`config.mk`:
```
export PLATFORM = sky130hd
export DESIGN_NAME = lane_alu
export DESIGN_NICKNAME = d
export VERILOG_FILES = /design/src/rtl/lane_alu_pkg.sv /design/src/rtl/lane_alu_core.sv /design/src/rtl/lane_alu_mask.sv /design/src/rtl/lane_alu.sv
export SDC_FILE = /design/constraint.sdc
export NUM_CORES = 1
export LEC_CHECK = 0
export ABC_AREA = 1
export BUFFER_PORTS_ARGS = -buffer_cell sky130_fd_sc_hd__buf_2
export CAP_MARGIN = 20
export CORE_AREA = 5 5 121 123
export CTS_CLUSTER_SIZE = 30
export DETAILED_ROUTE_END_ITERATION = 16
export DIE_AREA = 0 0 126 128
export PLACE_DENSITY_LB_ADDON = 0.12
export SYNTH_ARGS = -nofsm -noshare
export SYNTH_HDL_FRONTEND = slang
export SYNTH_SLANG_ARGS = --single-unit
```
`constraint.sdc`:
```
create_clock -name clk -period 1.2 [get_ports clk]
set_input_delay 0.24 -clock clk [delete_from_list [all_inputs] [get_ports clk]]
set_output_delay 0.24 -clock clk [all_outputs]
set_load 0.005 [all_outputs]
```
`src/rtl/lane_alu_pkg.sv`:
```
package lane_alu_pkg;
  typedef enum logic [2:0] {
    FN_ADD = 3'd0, FN_SUB = 3'd1, FN_AND = 3'd2, FN_OR = 3'd3,
    FN_XOR = 3'd4, FN_RSV5 = 3'd5, FN_RSV6 = 3'd6, FN_UNARY = 3'd7
  } fn_e;

  typedef enum logic [2:0] {
    UN_NOT = 3'd0, UN_SHR = 3'd1, UN_INCV = 3'd2, UN_DECV = 3'd3,
    UN_INCS = 3'd4, UN_DECS = 3'd5, UN_RSV6 = 3'd6, UN_RSV7 = 3'd7
  } un_e;

  typedef enum logic [1:0] {
    MD_BOTH = 2'd0, MD_XONLY = 2'd1, MD_YONLY = 2'd2, MD_SCALAR = 2'd3
  } mode_e;

  localparam int COST_W    = 4;
  localparam int COST_ALU  = 4;
  localparam int COST_SKIP = 7;
  localparam int COST_STAY = 6;
endpackage

```
`src/rtl/lane_alu_core.sv`:
```
module lane_alu_core
  import lane_alu_pkg::*;
#(
  parameter int LANE_W  = 9,
  parameter int MAGIC_X = 'o773,
  parameter int MAGIC_Y = 'o440
) (
  input  logic [2*LANE_W-1:0] opa,
  input  logic [2*LANE_W-1:0] opb,
  input  logic [2:0]          fn,
  input  logic [2:0]          sub,
  output logic [2*LANE_W-1:0] res,
  output logic                bad
);
  localparam int WORD_W = 2 * LANE_W;
  localparam int NLANE  = 2;

  logic [WORD_W-1:0] add_w, sub_w, incv_w, decv_w;

  // lane-local arithmetic: each lane carries into nothing
  for (genvar l = 0; l < NLANE; l++) begin : g_lane
    assign add_w[l*LANE_W +: LANE_W]  = opa[l*LANE_W +: LANE_W] + opb[l*LANE_W +: LANE_W];
    assign sub_w[l*LANE_W +: LANE_W]  = opa[l*LANE_W +: LANE_W] - opb[l*LANE_W +: LANE_W];
    assign incv_w[l*LANE_W +: LANE_W] = opa[l*LANE_W +: LANE_W] + LANE_W'(1);
    assign decv_w[l*LANE_W +: LANE_W] = opa[l*LANE_W +: LANE_W] - LANE_W'(1);
  end

  logic [WORD_W-1:0] un_res;
  logic              un_bad;

  always_comb begin
    un_bad = 1'b0;
    case (sub)
      UN_NOT:  un_res = ~opa;
      UN_SHR:  un_res = {1'b0, opa[WORD_W-1:1]};
      UN_INCV: un_res = incv_w;
      UN_DECV: un_res = decv_w;
      UN_INCS: un_res = opa + WORD_W'(1);
      UN_DECS: un_res = opa - WORD_W'(1);
      default: begin
        un_res = {LANE_W'(MAGIC_Y), LANE_W'(MAGIC_X)};
        un_bad = 1'b1;
      end
    endcase
  end

  always_comb begin
    bad = 1'b0;
    case (fn)
      FN_ADD:   res = add_w;
      FN_SUB:   res = sub_w;
      FN_AND:   res = opa & opb;
      FN_OR:    res = opa | opb;
      FN_XOR:   res = opa ^ opb;
      FN_UNARY: begin
        res = un_res;
        bad = un_bad;
      end
      default: begin
        res = '0;
        bad = 1'b1;
      end
    endcase
  end
endmodule

```
`src/rtl/lane_alu_mask.sv`:
```
module lane_alu_mask
  import lane_alu_pkg::*;
#(
  parameter int LANE_W = 9
) (
  input  logic [2*LANE_W-1:0] opa,
  input  logic [1:0]          mode,
  input  logic                is_test,
  input  logic                skip_nz,
  output logic [1:0]          we,
  output logic                skip,
  output logic [COST_W-1:0]   cost
);
  logic x_sig, y_sig, nonzero;

  assign x_sig   = (mode != MD_YONLY);
  assign y_sig   = (mode != MD_XONLY);
  assign nonzero = (x_sig && (opa[LANE_W-1:0] != '0)) ||
                   (y_sig && (opa[2*LANE_W-1:LANE_W] != '0));
  assign skip    = is_test && (skip_nz ? nonzero : !nonzero);

  always_comb begin
    if (is_test) begin
      we = 2'b00;
    end else begin
      case (mode)
        MD_XONLY: we = 2'b01;
        MD_YONLY: we = 2'b10;
        default:  we = 2'b11;
      endcase
    end
  end

  always_comb begin
    if (!is_test)  cost = COST_W'(COST_ALU);
    else if (skip) cost = COST_W'(COST_SKIP);
    else           cost = COST_W'(COST_STAY);
  end
endmodule

```
`src/rtl/lane_alu.sv`:
```
module lane_alu
  import lane_alu_pkg::*;
#(
  parameter int LANE_W = 9
) (
  input  logic                clk,
  input  logic                rst_n,
  input  logic                en,
  input  logic [2*LANE_W-1:0] opa,
  input  logic [2*LANE_W-1:0] opb,
  input  logic [2:0]          fn,
  input  logic [2:0]          sub,
  input  logic [1:0]          mode,
  input  logic                is_test,
  input  logic                skip_nz,
  output logic [2*LANE_W-1:0] result,
  output logic                undef,
  output logic [1:0]          lane_we,
  output logic                skip,
  output logic [3:0]          cost,
  output logic                out_valid
);
  localparam int WORD_W = 2 * LANE_W;

  // reset: asserted asynchronously, released through two flops
  logic rst_q1, rst_q2;
  always_ff @(posedge clk or negedge rst_n) begin
    if (!rst_n) begin
      rst_q1 <= 1'b0;
      rst_q2 <= 1'b0;
    end else begin
      rst_q1 <= 1'b1;
      rst_q2 <= rst_q1;
    end
  end

  logic [WORD_W-1:0] core_res;
  logic              core_bad;
  logic [1:0]        m_we;
  logic              m_skip;
  logic [COST_W-1:0] m_cost;

  lane_alu_core #(.LANE_W(LANE_W)) u_core (
    .opa(opa), .opb(opb), .fn(fn), .sub(sub), .res(core_res), .bad(core_bad)
  );

  lane_alu_mask #(.LANE_W(LANE_W)) u_mask (
    .opa(opa), .mode(mode), .is_test(is_test), .skip_nz(skip_nz),
    .we(m_we), .skip(m_skip), .cost(m_cost)
  );

  logic [WORD_W-1:0] result_d;
  logic              undef_d, skip_d, valid_d;
  logic [1:0]        we_d;
  logic [3:0]        cost_d;

  always_comb begin
    result_d = result;
    undef_d  = undef;
    we_d     = lane_we;
    skip_d   = skip;
    cost_d   = cost;
    valid_d  = en;
    if (en) begin
      result_d = is_test ? '0 : core_res;
      undef_d  = !is_test && core_bad;
      we_d     = m_we;
      skip_d   = m_skip;
      cost_d   = m_cost;
    end
  end

  always_ff @(posedge clk or negedge rst_q2) begin
    if (!rst_q2) begin
      result    <= '0;
      undef     <= 1'b0;
      lane_we   <= 2'b00;
      skip      <= 1'b0;
      cost      <= '0;
      out_valid <= 1'b0;
    end else begin
      result    <= result_d;
      undef     <= undef_d;
      lane_we   <= we_d;
      skip      <= skip_d;
      cost      <= cost_d;
      out_valid <= valid_d;
    end
  end
endmodule

```
==> results.ini <==
[power_and_ir_drop]
p_int_mw=3.23
clockPowerShare_pct=13.6
peakVddDrop_mv=0.524
switching_share_pct=40.6
seq_power_share_pct=18.7
p_leak_nw=4.83
p_sw_mw=2.21
powerDensity_nw_per_um2=589
combPwrFrac_pct=67.7

[drt]
drtIter0Drc=480
firstDrtPassIters=7
post_drt_wl_per_cell_um=16.2
ant_nets=0
num_vias=7030
viasPerCell=5.20
route.detailed.drc=0
totalWireLength_um=21800

[floorplanning]
die-area_um2=16100
initial_utilization_pct=38.9
ios=76
dieWidth_um=126
std_cell_rows=43
core-area_um2=13600
fp.dieH_um=128

[critical_path]
worst-path-buf-inv=4
r2r_cells=1
r2r-start=cost[2]
crit_top_cell=nand2_1
reg2reg_to=cost[2]
cp.arrival_ps=2270
cp_top_family=compound AO/OA/AOI/OAI gates
critPathSlowestCell=ha_4
r2r_setup_slack_ps=450
cp_max_fo=3
critPathLaunchType=input port
endpoint_kind=flop
crit_path_cell_trace=buf_8 > buf_6 > nor3_4 > inv_2 > o31ai_2 > xor2_1 > inv_1 > ha_4 > nand2_4 > o21ai_2 > a21oi_2 > xnor2_1 > o211ai_1 > nand2_1 > nand2_1
criticalPathCategory=in2reg
cp.required_ps=1400
cpPeakStageDelay_ps=300

[cells_and_area]
syn2layout_area_growth_pct=75.3
diodes=0
drive_above_1_share_pct=45.4
regArea_um2=676
fillers=1156
final_nets=1294
final_core_util_pct=68.2
multi_input_area_um2=4990

[status]
status=finished with violations
violations=setup timing

[synth]
yosysWarnings=0
netlist_area_um2=5270
ys_seq_area_share_pct=12.8
synth_cells=855
avgSynthCellArea_um2=6.17
yosysUniqueCellTypes=47
yosys.area.top_type=nand2_1
yosysTopAreaCellShare_pct=18.0
async_reset_ff_share_pct=100
ys_ff_latch=27
ys_top_cells_by_area=nand2_1, ha_1, dfrtp_1
dominantRegCellSynth=dfrtp_1
yosys-top-cells-count=nand2_1, inv_1, ha_1, nor2_1, nand3_1
synth_edf_count=0
synth_fp_nets=977
synth.most_common_cell=nand2_1

[grt]
grt_first_pass_wirelength_um=34800
grt_util_all_layers_pct=26.4
antenna_found_initial=0
grt_overflow_total=0
grt_max_degree=26
grt_pass1_vias=6949

[timing]
finalSetupTns_ps=-13060
hold_viol=0
setup_violations=19
fin_crit_ps=2080
maxSlewViolCount=0
rsz0062_at_grt=true
fin_crit_sh_pct=173
fmax_mhz=482
fin_ws_ps=-876
finClkSkew_ps=5.11

[placed_design]
dp_hpwl_um=16800
portBuffers=74
gp_congestion=0.963

[clocking]
clk_pin_slew_ps=60
tritoncts=built
clock-sinks=27
clk_latency_ps=260
htreeDepth=1
numCtsBuffers=3
cts_max_path_buffers=2
root_buffer=clkbuf_16

[min_path]
min_path_cells=2
hold_path_end=out_valid
hp-class=in2reg
hold_start=en

[flow_run]
cap_violations=0

final cells by class:
| cell class | count | area share (%) |
|---|---|---|
| clock buffer | 4 | 0.853 |
| inverter | 129 | 5.75 |
| multi-input combinational | 679 | 54.0 |
| sequential | 27 | 7.31 |
| tap | 180 | 2.44 |
| timing repair buffer | 332 | 29.6 |
timing repair:
action | 4_1_cts | 5_1_grt
pin swaps | 77 | 70
cloned | 4 | 0
hold buffers | 1 | 0
buffers inserted | 21 | 11
setup endpoints to repair | 20 | 20
gates resized for setup | 214 | 88
endpoints found under the hold margin | 2 | 0
metrics by stage:
step           setup slack, ps  power [mW]  instance area (um^2)  hold WS (ps)  cells
2_1_floorplan             -995        2.51                  5410         -55.6    855
3_3_place_gp             -1280        3.88                  7590          28.2   1312
4_1_cts                   -852        5.18                  8770           198   1341
6_report                  -876        5.44                  9240           210   1351
5_1_grt                  -1060        5.86                  9240           212   1351
3_5_place_dp             -1350        3.89                  7590          28.6   1312
power groups by stage:
stage                     clock network (mW)  registers [mW]  logic [mW]
after floorplan                            0            1.05        1.46
after global placement                     0            1.03        2.85
after detailed placement                   0            1.03        2.86
after CTS                              0.752            1.02        3.41
after global routing                   0.807            1.03        4.02
final                                  0.742            1.02        3.68
how the worst max path moves through the flow:
stage,start,to,depth (start not counted)
finish,opb[1],result[8],15
global route,opb[11],result[17],19
CTS,sub[2],result[8],19
detailed placement,opb[12],result[17],19
global placement,opb[2],result[8],16
floorplan,sub[2],result[14],18
layout by cell type, fill, tap and decap left out, types with 4 or more instances in the layout:
cell type	instances
nand4_1	18
buf_8	7
buf_4	218
nand3_4	6
inv_4	9
xnor2_1	5
inv_1	95
buf_6	37
ha_1	48
a41oi_1	4
o21ai_4	4
nor2_2	8
ha_4	20
nand2_2	35
buf_2	55
a31oi_1	4
nand2_1	210
o21ai_0	15
nand3_1	44
clkinv_1	4
inv_2	17
nor2_4	14
dfrtp_1	27
o21ai_2	9
a21oi_2	18
buf_12	10
nand3_2	6
o21ai_1	18
o211ai_1	9
nor2_1	41
fa_2	4
a221oi_1	22
xor2_1	24
nor3_2	6
a21oi_1	28
nand2_4	16
per-layer routing:
metal	up-vias	global-route usage (%)	routed length [um]
li1	3498	-	-
met1	3261	32.9	9180
met2	200	45.9	10600
met3	71	2.46	991
met4	0	12.2	1060
met5	-	0	0
flip-flops by register name, summed over array words and instances, names as in the netlist:
name and cells:
cost 2, lane_we 2, out_valid 1, result 18, rst_q1 1, rst_q2 1, skip 1, undef 1
kinds of logic (layout without fill, tap and decap cells):
group	after synthesis	count (layout)	synth area share, %
flip-flops	27	27	12.8
AO/OA/AOI/OAI	164	164	20.1
AND/OR/NAND/NOR	410	411	32.8
XOR/XNOR	29	29	4.82
other	2	2	0.142
adder cells (fa/ha/maj)	73	73	17.9
buffers and inverters	150	465	11.4
(Power assumes the default switching activity.)
